==> src/rtl/asram_pkg.sv <==
package asram_pkg;

    localparam int LANE_W = 8;

    typedef enum logic [2:0] {
        ST_IDLE,
        ST_SETUP,
        ST_READ,
        ST_WRITE,
        ST_RECOVER,
        ST_TURN
    } ctrl_state_t;

    typedef struct packed {
        logic ce_n;
        logic we_n;
        logic oe_n;
    } mem_ctl_t;

    // Round a nanosecond minimum up to whole clock cycles, floor of one.
    function automatic int ns_to_cyc(input int ns, input int clk_ps);
        int c;
        c = (ns * 1000 + clk_ps - 1) / clk_ps;
        if (c < 1) c = 1;
        return c;
    endfunction

    function automatic int max2(input int a, input int b);
        return (a > b) ? a : b;
    endfunction

endpackage

==> src/rtl/asram_wait_cnt.sv <==
module asram_wait_cnt #(
    parameter int CNT_W = 2
) (
    input  logic             clk,
    input  logic             rst,
    input  logic             load,
    input  logic [CNT_W-1:0] load_val,
    output logic             done
);
    logic [CNT_W-1:0] cnt_q;

    always_ff @(posedge clk) begin
        if (rst)               cnt_q <= '0;
        else if (load)         cnt_q <= load_val;
        else if (cnt_q != '0)  cnt_q <= cnt_q - 1'b1;
    end

    assign done = (cnt_q == '0);
endmodule

==> src/rtl/asram_lane.sv <==
module asram_lane #(
    parameter int LANE_W = 8
) (
    input  logic              clk,
    input  logic              rst,
    input  logic              load,
    input  logic [LANE_W-1:0] wdata,
    input  logic              en,
    input  logic              active,
    input  logic              drive,
    input  logic              capture,
    input  logic              clear,
    input  logic [LANE_W-1:0] din,
    output logic              strobe_n,
    output logic [LANE_W-1:0] dout,
    output logic              doe,
    output logic [LANE_W-1:0] rdata
);
    logic [LANE_W-1:0] wdata_q;
    logic [LANE_W-1:0] rdata_q;

    always_ff @(posedge clk) begin
        if (rst) begin
            wdata_q <= '0;
            rdata_q <= '0;
        end else begin
            if (load)         wdata_q <= wdata;
            if (clear)        rdata_q <= '0;
            else if (capture) rdata_q <= en ? din : '0;
        end
    end

    assign strobe_n = !(active && en);
    assign doe      = drive && en;
    assign dout     = wdata_q;
    assign rdata    = rdata_q;
endmodule

==> src/rtl/asram_fsm.sv <==
module asram_fsm
    import asram_pkg::*;
#(
    parameter int LANES  = 2,
    parameter int RD_CYC = 1,
    parameter int WR_CYC = 1,
    parameter int TA_CYC = 1,
    parameter int CNT_W  = 1
) (
    input  logic             clk,
    input  logic             rst,
    input  logic             req_valid,
    input  logic             req_write,
    input  logic [LANES-1:0] req_be,
    output logic             req_ready,
    output logic             accept,
    output logic [LANES-1:0] be_q,
    output logic             lane_active,
    output logic             drive,
    output logic             capture,
    output logic             clear_rd,
    output logic             rsp_valid,
    output mem_ctl_t         ctl
);
    localparam logic [CNT_W-1:0] RD_LD = CNT_W'(RD_CYC - 1);
    localparam logic [CNT_W-1:0] WR_LD = CNT_W'(WR_CYC - 1);
    localparam logic [CNT_W-1:0] TA_LD = CNT_W'(TA_CYC - 1);

    ctrl_state_t      state_q, state_d;
    logic             wr_q;
    logic             cnt_load;
    logic [CNT_W-1:0] cnt_val;
    logic             cnt_done;

    asram_wait_cnt #(.CNT_W(CNT_W)) u_cnt (
        .clk      (clk),
        .rst      (rst),
        .load     (cnt_load),
        .load_val (cnt_val),
        .done     (cnt_done)
    );

    assign req_ready = (state_q == ST_IDLE);
    assign accept    = req_valid && req_ready;
    assign clear_rd  = accept && !req_write && (req_be == '0);
    assign capture   = (state_q == ST_READ) && cnt_done;

    always_comb begin
        state_d  = state_q;
        cnt_load = 1'b0;
        cnt_val  = '0;
        case (state_q)
            ST_IDLE: begin
                if (accept && (req_be != '0)) state_d = ST_SETUP;
            end
            ST_SETUP: begin
                cnt_load = 1'b1;
                if (wr_q) begin
                    state_d = ST_WRITE;
                    cnt_val = WR_LD;
                end else begin
                    state_d = ST_READ;
                    cnt_val = RD_LD;
                end
            end
            ST_READ: begin
                if (cnt_done) begin
                    state_d  = ST_TURN;
                    cnt_load = 1'b1;
                    cnt_val  = TA_LD;
                end
            end
            ST_WRITE: begin
                if (cnt_done) state_d = ST_RECOVER;
            end
            ST_RECOVER: state_d = ST_IDLE;
            ST_TURN: begin
                if (cnt_done) state_d = ST_IDLE;
            end
            default: state_d = ST_IDLE;
        endcase
    end

    always_ff @(posedge clk) begin
        if (rst) begin
            state_q   <= ST_IDLE;
            wr_q      <= 1'b0;
            be_q      <= '0;
            rsp_valid <= 1'b0;
        end else begin
            state_q   <= state_d;
            rsp_valid <= capture || clear_rd;
            if (accept) begin
                wr_q <= req_write;
                be_q <= req_be;
            end
        end
    end

    assign lane_active = (state_q == ST_READ) || (state_q == ST_WRITE);
    assign drive       = ((state_q == ST_SETUP) && wr_q) ||
                         (state_q == ST_WRITE) || (state_q == ST_RECOVER);
    assign ctl.ce_n    = !lane_active;
    assign ctl.we_n    = (state_q != ST_WRITE);
    assign ctl.oe_n    = (state_q != ST_READ);
endmodule

==> src/rtl/asram_ctrl.sv <==
module asram_ctrl
    import asram_pkg::*;
#(
    parameter int ADDR_W = 17,
    parameter int DATA_W = 16,
    parameter int CLK_PS = 20000,
    parameter int RD_NS  = 10,
    parameter int WP_NS  = 8,
    parameter int DS_NS  = 6,
    parameter int TA_NS  = 5
) (
    input  logic                     clk,
    input  logic                     rst,
    input  logic                     req_valid,
    output logic                     req_ready,
    input  logic                     req_write,
    input  logic [ADDR_W-1:0]        req_addr,
    input  logic [DATA_W-1:0]        req_wdata,
    input  logic [DATA_W/LANE_W-1:0] req_be,
    output logic                     rsp_valid,
    output logic [DATA_W-1:0]        rsp_rdata,
    output logic [ADDR_W-1:0]        mem_addr,
    output logic                     mem_ce_n,
    output logic                     mem_we_n,
    output logic                     mem_oe_n,
    output logic [DATA_W/LANE_W-1:0] mem_bs_n,
    output logic [DATA_W-1:0]        mem_dq_o,
    output logic [DATA_W/LANE_W-1:0] mem_dq_oe,
    input  logic [DATA_W-1:0]        mem_dq_i
);
    localparam int LANES   = DATA_W / LANE_W;
    localparam int RD_CYC  = ns_to_cyc(RD_NS, CLK_PS);
    localparam int WR_CYC  = max2(ns_to_cyc(WP_NS, CLK_PS), ns_to_cyc(DS_NS, CLK_PS));
    localparam int TA_CYC  = ns_to_cyc(TA_NS, CLK_PS);
    localparam int MAX_CYC = max2(RD_CYC, max2(WR_CYC, TA_CYC));
    localparam int CNT_W   = (MAX_CYC < 2) ? 1 : $clog2(MAX_CYC);

    logic             accept;
    logic [LANES-1:0] be_q;
    logic             lane_active;
    logic             drive;
    logic             capture;
    logic             clear_rd;
    mem_ctl_t         ctl;
    logic [ADDR_W-1:0] addr_q;

    asram_fsm #(
        .LANES  (LANES),
        .RD_CYC (RD_CYC),
        .WR_CYC (WR_CYC),
        .TA_CYC (TA_CYC),
        .CNT_W  (CNT_W)
    ) u_fsm (
        .clk         (clk),
        .rst         (rst),
        .req_valid   (req_valid),
        .req_write   (req_write),
        .req_be      (req_be),
        .req_ready   (req_ready),
        .accept      (accept),
        .be_q        (be_q),
        .lane_active (lane_active),
        .drive       (drive),
        .capture     (capture),
        .clear_rd    (clear_rd),
        .rsp_valid   (rsp_valid),
        .ctl         (ctl)
    );

    always_ff @(posedge clk) begin
        if (rst)         addr_q <= '0;
        else if (accept) addr_q <= req_addr;
    end

    for (genvar l = 0; l < LANES; l++) begin : g_lane
        asram_lane #(.LANE_W(LANE_W)) u_lane (
            .clk      (clk),
            .rst      (rst),
            .load     (accept),
            .wdata    (req_wdata[l*LANE_W +: LANE_W]),
            .en       (be_q[l]),
            .active   (lane_active),
            .drive    (drive),
            .capture  (capture),
            .clear    (clear_rd),
            .din      (mem_dq_i[l*LANE_W +: LANE_W]),
            .strobe_n (mem_bs_n[l]),
            .dout     (mem_dq_o[l*LANE_W +: LANE_W]),
            .doe      (mem_dq_oe[l]),
            .rdata    (rsp_rdata[l*LANE_W +: LANE_W])
        );
    end

    assign mem_addr = addr_q;
    assign mem_ce_n = ctl.ce_n;
    assign mem_we_n = ctl.we_n;
    assign mem_oe_n = ctl.oe_n;
endmodule

==> config.mk <==
export PLATFORM = sky130hd
export DESIGN_NAME = asram_ctrl
export DESIGN_NICKNAME = d
export VERILOG_FILES = /design/src/rtl/asram_pkg.sv /design/src/rtl/asram_wait_cnt.sv /design/src/rtl/asram_lane.sv /design/src/rtl/asram_fsm.sv /design/src/rtl/asram_ctrl.sv
export SDC_FILE = /design/constraint.sdc
export NUM_CORES = 1
export LEC_CHECK = 0
export BUFFER_PORTS_ARGS = -buffer_cell sky130_fd_sc_hd__buf_2
export CORE_MARGIN = 1.5
export CORE_UTILIZATION = 49
export CTS_CLUSTER_DIAMETER = 200
export CTS_CLUSTER_SIZE = 20
export DETAILED_ROUTE_END_ITERATION = 7
export PLACE_DENSITY = 0.91
export SLEW_MARGIN = 20
export SYNTH_ARGS = -nofsm -noshare
export SYNTH_HDL_FRONTEND = slang
export SYNTH_HIERARCHICAL = 1
export SYNTH_SLANG_ARGS = --single-unit
==> constraint.sdc <==
create_clock -name clk -period 5.4 [get_ports clk]
set_clock_uncertainty 0.1 [all_clocks]
set_input_delay 0.27 -clock clk [delete_from_list [all_inputs] [get_ports clk]]
set_output_delay 0.27 -clock clk [all_outputs]
set_load 0.02 [all_outputs]
== Word-level counts from Yosys, hierarchy flattened ==
Cells that the tools add are included.

* Add/sub/neg operators: 1
* Multiply operators: 0
* Div/mod/pow operators: 0
* Order comparisons: 0
* Equal/unequal tests: 11
* Shift-type cells: 0
* Multiplexer cells: 10
* Bitwise gates (word level): 1
* Reductions and logical operators: 24

{| class="wikitable"
|+ Operators with widths
! cell !! count
|-
| 2-to-1 mux 8 bit || 2
|-
| one-hot mux 3 bit (5 select lines) || 1
|-
| 2-to-1 mux 3 bit || 4
|-
| logical AND 1 bit || 10
|-
| != test 2 bit, second input constant || 4
|-
| == test 3 x 2 -> 1 bit, second input constant || 2
|-
| == test 3 bit, second input constant || 2
|-
| != test 3 x 2 -> 1 bit, second input constant || 2
|-
| zero test 1 bit || 4
|-
| logical OR 1 bit || 4
|-
| AND reduction 4 bit || 1
|-
| == test 3 x 1 -> 1 bit, second input constant || 1
|-
| zero test 3 bit || 1
|-
| OR reduction 3 bit || 1
|-
| zero test 2 bit || 1
|-
| 2-to-1 mux 1 bit || 2
|-
| one-hot mux 1 bit (2 select lines) || 1
|-
| nonzero test 2 bit || 1
|-
| OR reduction 2 bit || 1
|-
| inverter 1 bit || 1
|-
| subtractor 1 bit, second input constant || 1
|}

* Flip-flop bits (word level): 57
* Bits in latches: 0
* Memory bits (writable): 0
* ROM bits: 0
* Input bits: 55
* Output and inout bits: 58
* Word-level logic and storage cells: 57
* Memories kept: 0

== Depth between registers and ports, before layout ==
Gate-level depths: netlist (run 1).

* Word-level depth: 5
* Gate-level depth with buffers: 8
* Mapped depth without buffers: 5

== Cells and area by module ==
The synthesis (run 1) kept the hierarchy.

{| class="wikitable"
|+ By module, submodules not included
! module !! times used !! cells an instance !! area each (um^2) !! seq. area each (um^2)
|-
| asram_lane || 2 || 64 || 643.1 || 320.3
|-
| asram_ctrl || 1 || 55 || 614.3 || 340.3
|-
| asram_fsm || 1 || 50 || 410.4 || 140.1
|-
| asram_wait_cnt || 1 || 3 || 32.5 || 20.0
|}

== Least setup slack after synthesis (run 1) ==
No wires, ideal clock.

* Path kind: register to register
* Start point: reg u_fsm.state_q[1]
* End point: reg addr_q[10] (netlist: mem_addr[10])
* Library setup time: 0.117 ns
* Arrival time: 1.568 ns
* Data required time: 5.183 ns
* Setup slack: 3.615 ns
* Stages on the path, launching flop included: 9
* Path buffers: 3
* Period minus slack after synthesis: 1.785 ns
* Cells stage by stage: dfxtp_1 buf_6 nor3_2 nand2_1 inv_2 buf_6 buf_12 mux2i_1 nor2_1

* Longest elaborated chain between the ends: 2

{| class="wikitable"
|+ RTL lines
! item !! RTL line !! text
|-
| from (decl) || asram_fsm.sv:29 || <nowiki>ctrl_state_t state_q, state_d;</nowiki>
|-
| from (signal assigned) || asram_fsm.sv:91 || <nowiki>state_q <= state_d;</nowiki>
|-
| zero test 3 bit || asram_fsm.sv:43 || <nowiki>assign req_ready = (state_q == ST_IDLE);</nowiki>
|-
| net req_ready || asram_ctrl.sv:15 || <nowiki>output logic req_ready,</nowiki>
|-
| logical AND 1 bit || asram_fsm.sv:44 || <nowiki>assign accept = req_valid && req_ready;</nowiki>
|-
| net accept || asram_ctrl.sv:38 || <nowiki>logic accept;</nowiki>
|-
| to (signal assigned) || asram_ctrl.sv:72 || <nowiki>else if (accept) addr_q <= req_addr;</nowiki>
|-
| to (decl) || asram_ctrl.sv:45 || <nowiki>logic [ADDR_W-1:0] addr_q;</nowiki>
|}

The timed path passes the listed nets, and every way through them passes these cells.
A chain may end at the register's enable or synchronous reset.

== Worst setup path in the final report (run 1) ==
* Start point: reg u_fsm.state_q[0]
* End point: reg addr_q[9] (netlist: mem_addr[9])

* Longest elaborated chain between the ends: 2

{| class="wikitable"
|+ RTL lines
! item !! RTL line
|-
| zero test 3 bit || asram_fsm.sv:43
|-
| logical AND 1 bit || asram_fsm.sv:44
|-
| net accept || asram_ctrl.sv:38
|}

The timed path passes the listed nets, and every way through them passes these cells.

==> reports/results.txt, run 1 <==
H-tree depth = 3
final setup margin = 3.26 ns
register bit total from synthesis = 57
Starting Density = 52.4%
measured slew at the worst slew-check pin = 0.962 ns
Storage cell area = 1140 µm²
PostCTS Resize Cnt = 0
CP Data Arrival Time = 2.22 ns
post-synthesis cell count = 236
antenna violations before repair = 0
IR drop worst, VDD = 0.238 mV
IO buf count = 112
Antenna diodes = 0
CTS Root Buffer Type = clkbuf_8
met1 wire length = 2230 µm
Fillers = 377
Tot GR Track Use = 20.6%
worst slack, placed = 3.26 ns
total wire length = 5220 µm
met2 wire len = 2590 µm
post-synthesis sequential area ratio = 48.7%
die height = 72.2 µm
status = finished clean
area of the multi-input gates = 1050 µm²
Inserted Clock Buffers = 9
endpoints failing hold = 0
Final Slew Violations = 0
Die Wd = 72.2 µm
post-route insts no fill = 399
IO Pins = 113
most frequent cells in the layout = buf_2, dfxtp_1, nor2_1, mux2i_1, nand2b_1
largest net degree at the start of global routing = 45
Clock Sinks = 57
HPWL after DPL = 3640 µm
CTS max path bufs = 2
core area = 4470 µm²
setup TNS = 0 ns
P&R area growth vs syn = 31.6%
Remaining Overflow, GRT = 0
Reg clk slew, reported paths = 0.07 ns
via count = 1996
met3 wire length = 332 µm
post-synthesis area per instance = 9.93 µm²
Post-route DRC = 0
final worst-path cycle share = 39.7%
Cells after DPL = 383
DIE AREA = 5210 µm²
Lkg Pwr = 0.00145 µW
Final #Nets = 397
PwrDens = 454 nW/µm²
Tmin final = 2.14 ns
Wirelength per Cell = 13.1 µm
layout cells sized above 1 = 43.5%
number of antenna-violating nets in the routed design = 0
CTS tree = built
critical path class = reg2reg
CP startpoint kind = flop
number of global-route vias before repair = 1875
worst hold path type = in2reg
first-pass GRT wire length = 8270 µm
Fmax = 467 MHz
top layer in use = met4
Net Count, Synth = 291
Netlist cell types = 33
initial DRC count = 106
setup bufs post-CTS = 0
worst skew pair latency = 0.32 ns
Final setup viols = 0
CP Data Required Time = 5.48 ns
max_cap viols = 0
drt pass-1 iters = 4
RSZ-0062 raised after global routing = false
YS warnings = 6
Max FO, Critical Path = 36
row cnt = 24
synthesized cell area = 2340 µm²
CTS hold repair buffers = 0
Worst Setup End Kind = flop
gpl congestion = 0.839
Vias per Instance = 5.00
worst relative slew slack = 35.8%
commonest non-fill, non-tap cell in the layout = buf_2
sequential cells by signal, indices dropped and copies added (netlist names):
| signal | flops |
|---|---|
| g_lane.u_lane/dout | 16 |
| u_fsm/be_q | 2 |
| u_fsm/state_q | 3 |
| u_fsm/u_cnt/cnt_q | 1 |
| u_fsm/wr_q | 1 |
| g_lane.u_lane/rdata | 16 |
| u_fsm/rsp_valid | 1 |
| mem_addr | 17 |
cell type report:
cell class	instances	area share [%]
tap	52	2.11
sequential	57	37.0
inverter	5	0.609
clock inverter	6	3.41
timing repair buffer	113	18.4
clock buffer	10	4.46
multi-input combinational	156	34.0
per-stage QoR:
step	utilization (%)	cell area (µm²)	hold slack (ns)	total power [µW]
finish	68.9	3080	0.0743	1400
detailed placement	63.5	2840	0.362	929
CTS	68.9	3080	0.0596	1420
floorplan	-	2340	0.317	842
global route	68.9	3080	0.0564	1480
global placement	63.5	2840	0.361	916
layer usage:
metal / track usage, % / vias up
met5: 0 / -
met2: 35.0 / 77
met1: 23.1 / 918
li1: - / 993
met4: 9.22 / 0
met3: 7.50 / 8
report_power, final:
group / total [µW] / internal, µW / leakage, µW / switching, µW
sequential: 525 / 477 / 0.000465 / 47.8
clock: 481 / 317 / 0.000126 / 165
combinational: 395 / 169 / 0.000861 / 226
total: 1400 / 963 / 0.00145 / 438
critical path, cell delays in order, from the launching register on:
cell     delay, ns
dfxtp_1       0.42
nor3_2        0.27
nand2_1       0.13
inv_2         0.71
mux2i_1       0.28
nor2_1        0.06
synth_stat cells:
cell type	n	area, µm²
a21o_1	1	7.51
a21oi_1	1	5.00
a21oi_2	16	140
a311oi_2	1	15.0
and2_1	2	12.5
and2b_1	1	7.51
and3b_1	1	8.76
buf_1	1	3.75
buf_12	1	20.0
buf_2	6	30.0
buf_6	6	67.6
clkbuf_1	4	15.0
conb_1	1	3.75
dfxtp_1	57	1140
inv_1	4	15.0
inv_2	1	3.75
mux2_2	1	11.3
mux2i_1	36	360
nand2_1	7	26.3
nand2b_1	18	113
nand2b_4	1	13.8
nand3_1	16	80.1
nand3b_1	1	7.51
nor2_1	41	154
nor3_1	1	5.00
nor3_2	1	10.0
nor4_1	1	6.26
o211ai_1	1	7.51
o21ai_0	2	10.0
o311a_1	1	10.0
o32ai_1	1	8.76
or2_1	2	12.5
or3b_4	1	11.3
path summary, 6_finish.rpt:
| path | startpoint | end | slack, ns | depth (start not counted) |
|---|---|---|---|---|
| worst max register to register | u_fsm/state_q[0] | mem_addr[9] | 3.26 | 5 |
| worst min-delay path | req_addr[8] | mem_addr[8] | 0.07 | 3 |
| worst max-delay path | u_fsm/state_q[0] | mem_addr[9] | 3.26 | 5 |
| worst min register to register | g_lane[1].u_lane/rdata[0] | g_lane[1].u_lane/rdata[0] | 0.37 | 2 |
kinds of logic (layout without fill, tap and decap cells):
group                  count (synthesis)  count (layout)  synth area share [%]
muxes                                 37              37                  15.9
AOI/OAI and AO/OA                     24              24                  8.70
other                                  1               1                 0.160
buffers and inverters                 23             134                  6.62
and+or+nand+nor                       94              94                  20.0
DFF                                   57              57                  48.7
No activity file was read; power rests on OpenSTA's default activity.
==> run 2: changes to the inputs <==
- CORE_UTILIZATION: 49 -> 46
- PLACE_DENSITY: 0.91 -> 0.87
- clock period: 5.4 -> 2.15 ns (I/O delays scaled with it)
==> reports/results.txt, run 2 (synthesized netlist as in run 1, its figures left out) <==
status = finished clean
gpl congestion = 0.924
CTS max path bufs = 2
Largest register FFs = 17
antenna violations before repair = 0
Tot GR Track Use = 23.9%
first-pass GRT wire length = 9920 µm
Wirelength per Cell = 13.8 µm
Die Wd = 74.4 µm
row cnt = 25
most frequent cells in the layout = buf_2, dfxtp_1, dlygate4sd3_1, nor2_1, mux2i_1
number of antenna-violating nets in the routed design = 0
worst skew pair latency = 0.32 ns
IO Pins = 113
Final #Nets = 452
commonest non-fill, non-tap cell in the layout = buf_2
Reg clk slew, reported paths = 0.06 ns
worst hold path type = in2reg
worst slack, placed = 0.357 ns
final worst-path cycle share = 83.1%
Final Core Density = 74.4%
Tmin final = 1.79 ns
core area = 4820 µm²
DIE AREA = 5530 µm²
final setup margin = 0.364 ns
Worst Setup End Kind = flop
total wire length = 6430 µm
critical path class = reg2reg
PostCTS Resize Cnt = 0
Antenna diodes = 0
PwrDens = 919 nW/µm²
Post-route DRC = 0
drt pass-1 iters = 4
number of global-route vias before repair = 2238
Final setup viols = 0
Starting Density = 48.6%
die height = 74.4 µm
Storage cell area = 1140 µm²
max_cap viols = 0
setup bufs post-CTS = 0
CP startpoint kind = flop
Inserted Clock Buffers = 9
H-tree depth = 3
IO buf count = 112
endpoints failing hold = 0
layout cells sized above 1 = 37.6%
via count = 2252
initial DRC count = 171
Max FO, Critical Path = 12
CTS hold repair buffers = 52
CTS tree = built
HPWL after DPL = 3750 µm
Lkg Pwr = 0.00165 µW
Clock Sinks = 57
CTS Root Buffer Type = clkbuf_8
Remaining Overflow, GRT = 0
RSZ-0062 raised after global routing = false
P&R area growth vs syn = 52.9%
Fmax = 560 MHz
Final Slew Violations = 0
CP Data Arrival Time = 1.88 ns
area of the multi-input gates = 1050 µm²
CP Data Required Time = 2.24 ns
largest net degree at the start of global routing = 36
Fillers = 371
IR drop worst, VDD = 0.573 mV
Vias per Instance = 4.83
setup TNS = 0 ns
==> run 2: changes by cell type in the layout (fill, tap and decap cells not counted) <==
cell,previous run,this run
dlygate4sd3_1,0,52
clkbuf_8,10,12
clkinv_2,3,0
buf_12,0,1
clkbuf_1,0,1
buf_4,1,3
bufinv_16,3,0
==> run 2: path summary, 6_finish.rpt <==
path                                           startpoint                        end  slack, ns  cells past startpoint
worst max-delay path                     u_fsm/state_q[0]  g_lane[1].u_lane/rdata[2]       0.36                      5
worst min-delay path                                  rst                 u_fsm/wr_q       0.03                      2
worst max register to register           u_fsm/state_q[0]  g_lane[1].u_lane/rdata[2]       0.36                      5
worst min register to register  g_lane[0].u_lane/rdata[1]  g_lane[0].u_lane/rdata[1]       0.38                      2
==> run 2: critical path, stage by stage, from the launching register on <==
cell     delay [ns]
dfxtp_1        0.41
nor3_2         0.26
nand2_1        0.14
nor4_1         0.23
or2_1          0.45
a21oi_2        0.05
==> run 2: routing by layer <==
| metal | GRT usage [%] | share of wire, % | vias to the layer above |
|---|---|---|---|
| met5 | 0 | 0 | - |
| met3 | 4.61 | 5.7 | 18 |
| met4 | 14.9 | 3.0 | 0 |
| li1 | - | - | 1106 |
| met2 | 42.0 | 51 | 96 |
| met1 | 26.6 | 40 | 1032 |
==> run 2: power by group <==
group / internal (µW) / total, µW / leakage [µW] / switching, µW
combinational: 511 / 1110 / 0.00110 / 599
clock: 494 / 869 / 0.0000875 / 375
sequential: 1200 / 1320 / 0.000465 / 117
==> run 2: final cells by class <==
cell class | instances | area share, %
Sequential cell | 57 | 31.8
Tap cell | 67 | 2.34
Timing Repair Buffer | 168 | 31.4
Multi-Input combinational cell | 156 | 29.2
Inverter | 5 | 0.524
Clock buffer | 13 | 4.71
==> run 2: through the flow <==
| step | hold WS (ns) | total power (µW) | cells | instance area (µm²) |
|---|---|---|---|---|
| global placement | 0.239 | 2330 | 401 | 2890 |
| floorplan | 0.155 | 2110 | 236 | 2340 |
| detailed placement | 0.251 | 2360 | 401 | 2890 |
| finish | 0.0301 | 3290 | 466 | 3580 |
| global route | 0.0440 | 3480 | 466 | 3580 |
| CTS | 0.00368 | 3310 | 466 | 3580 |
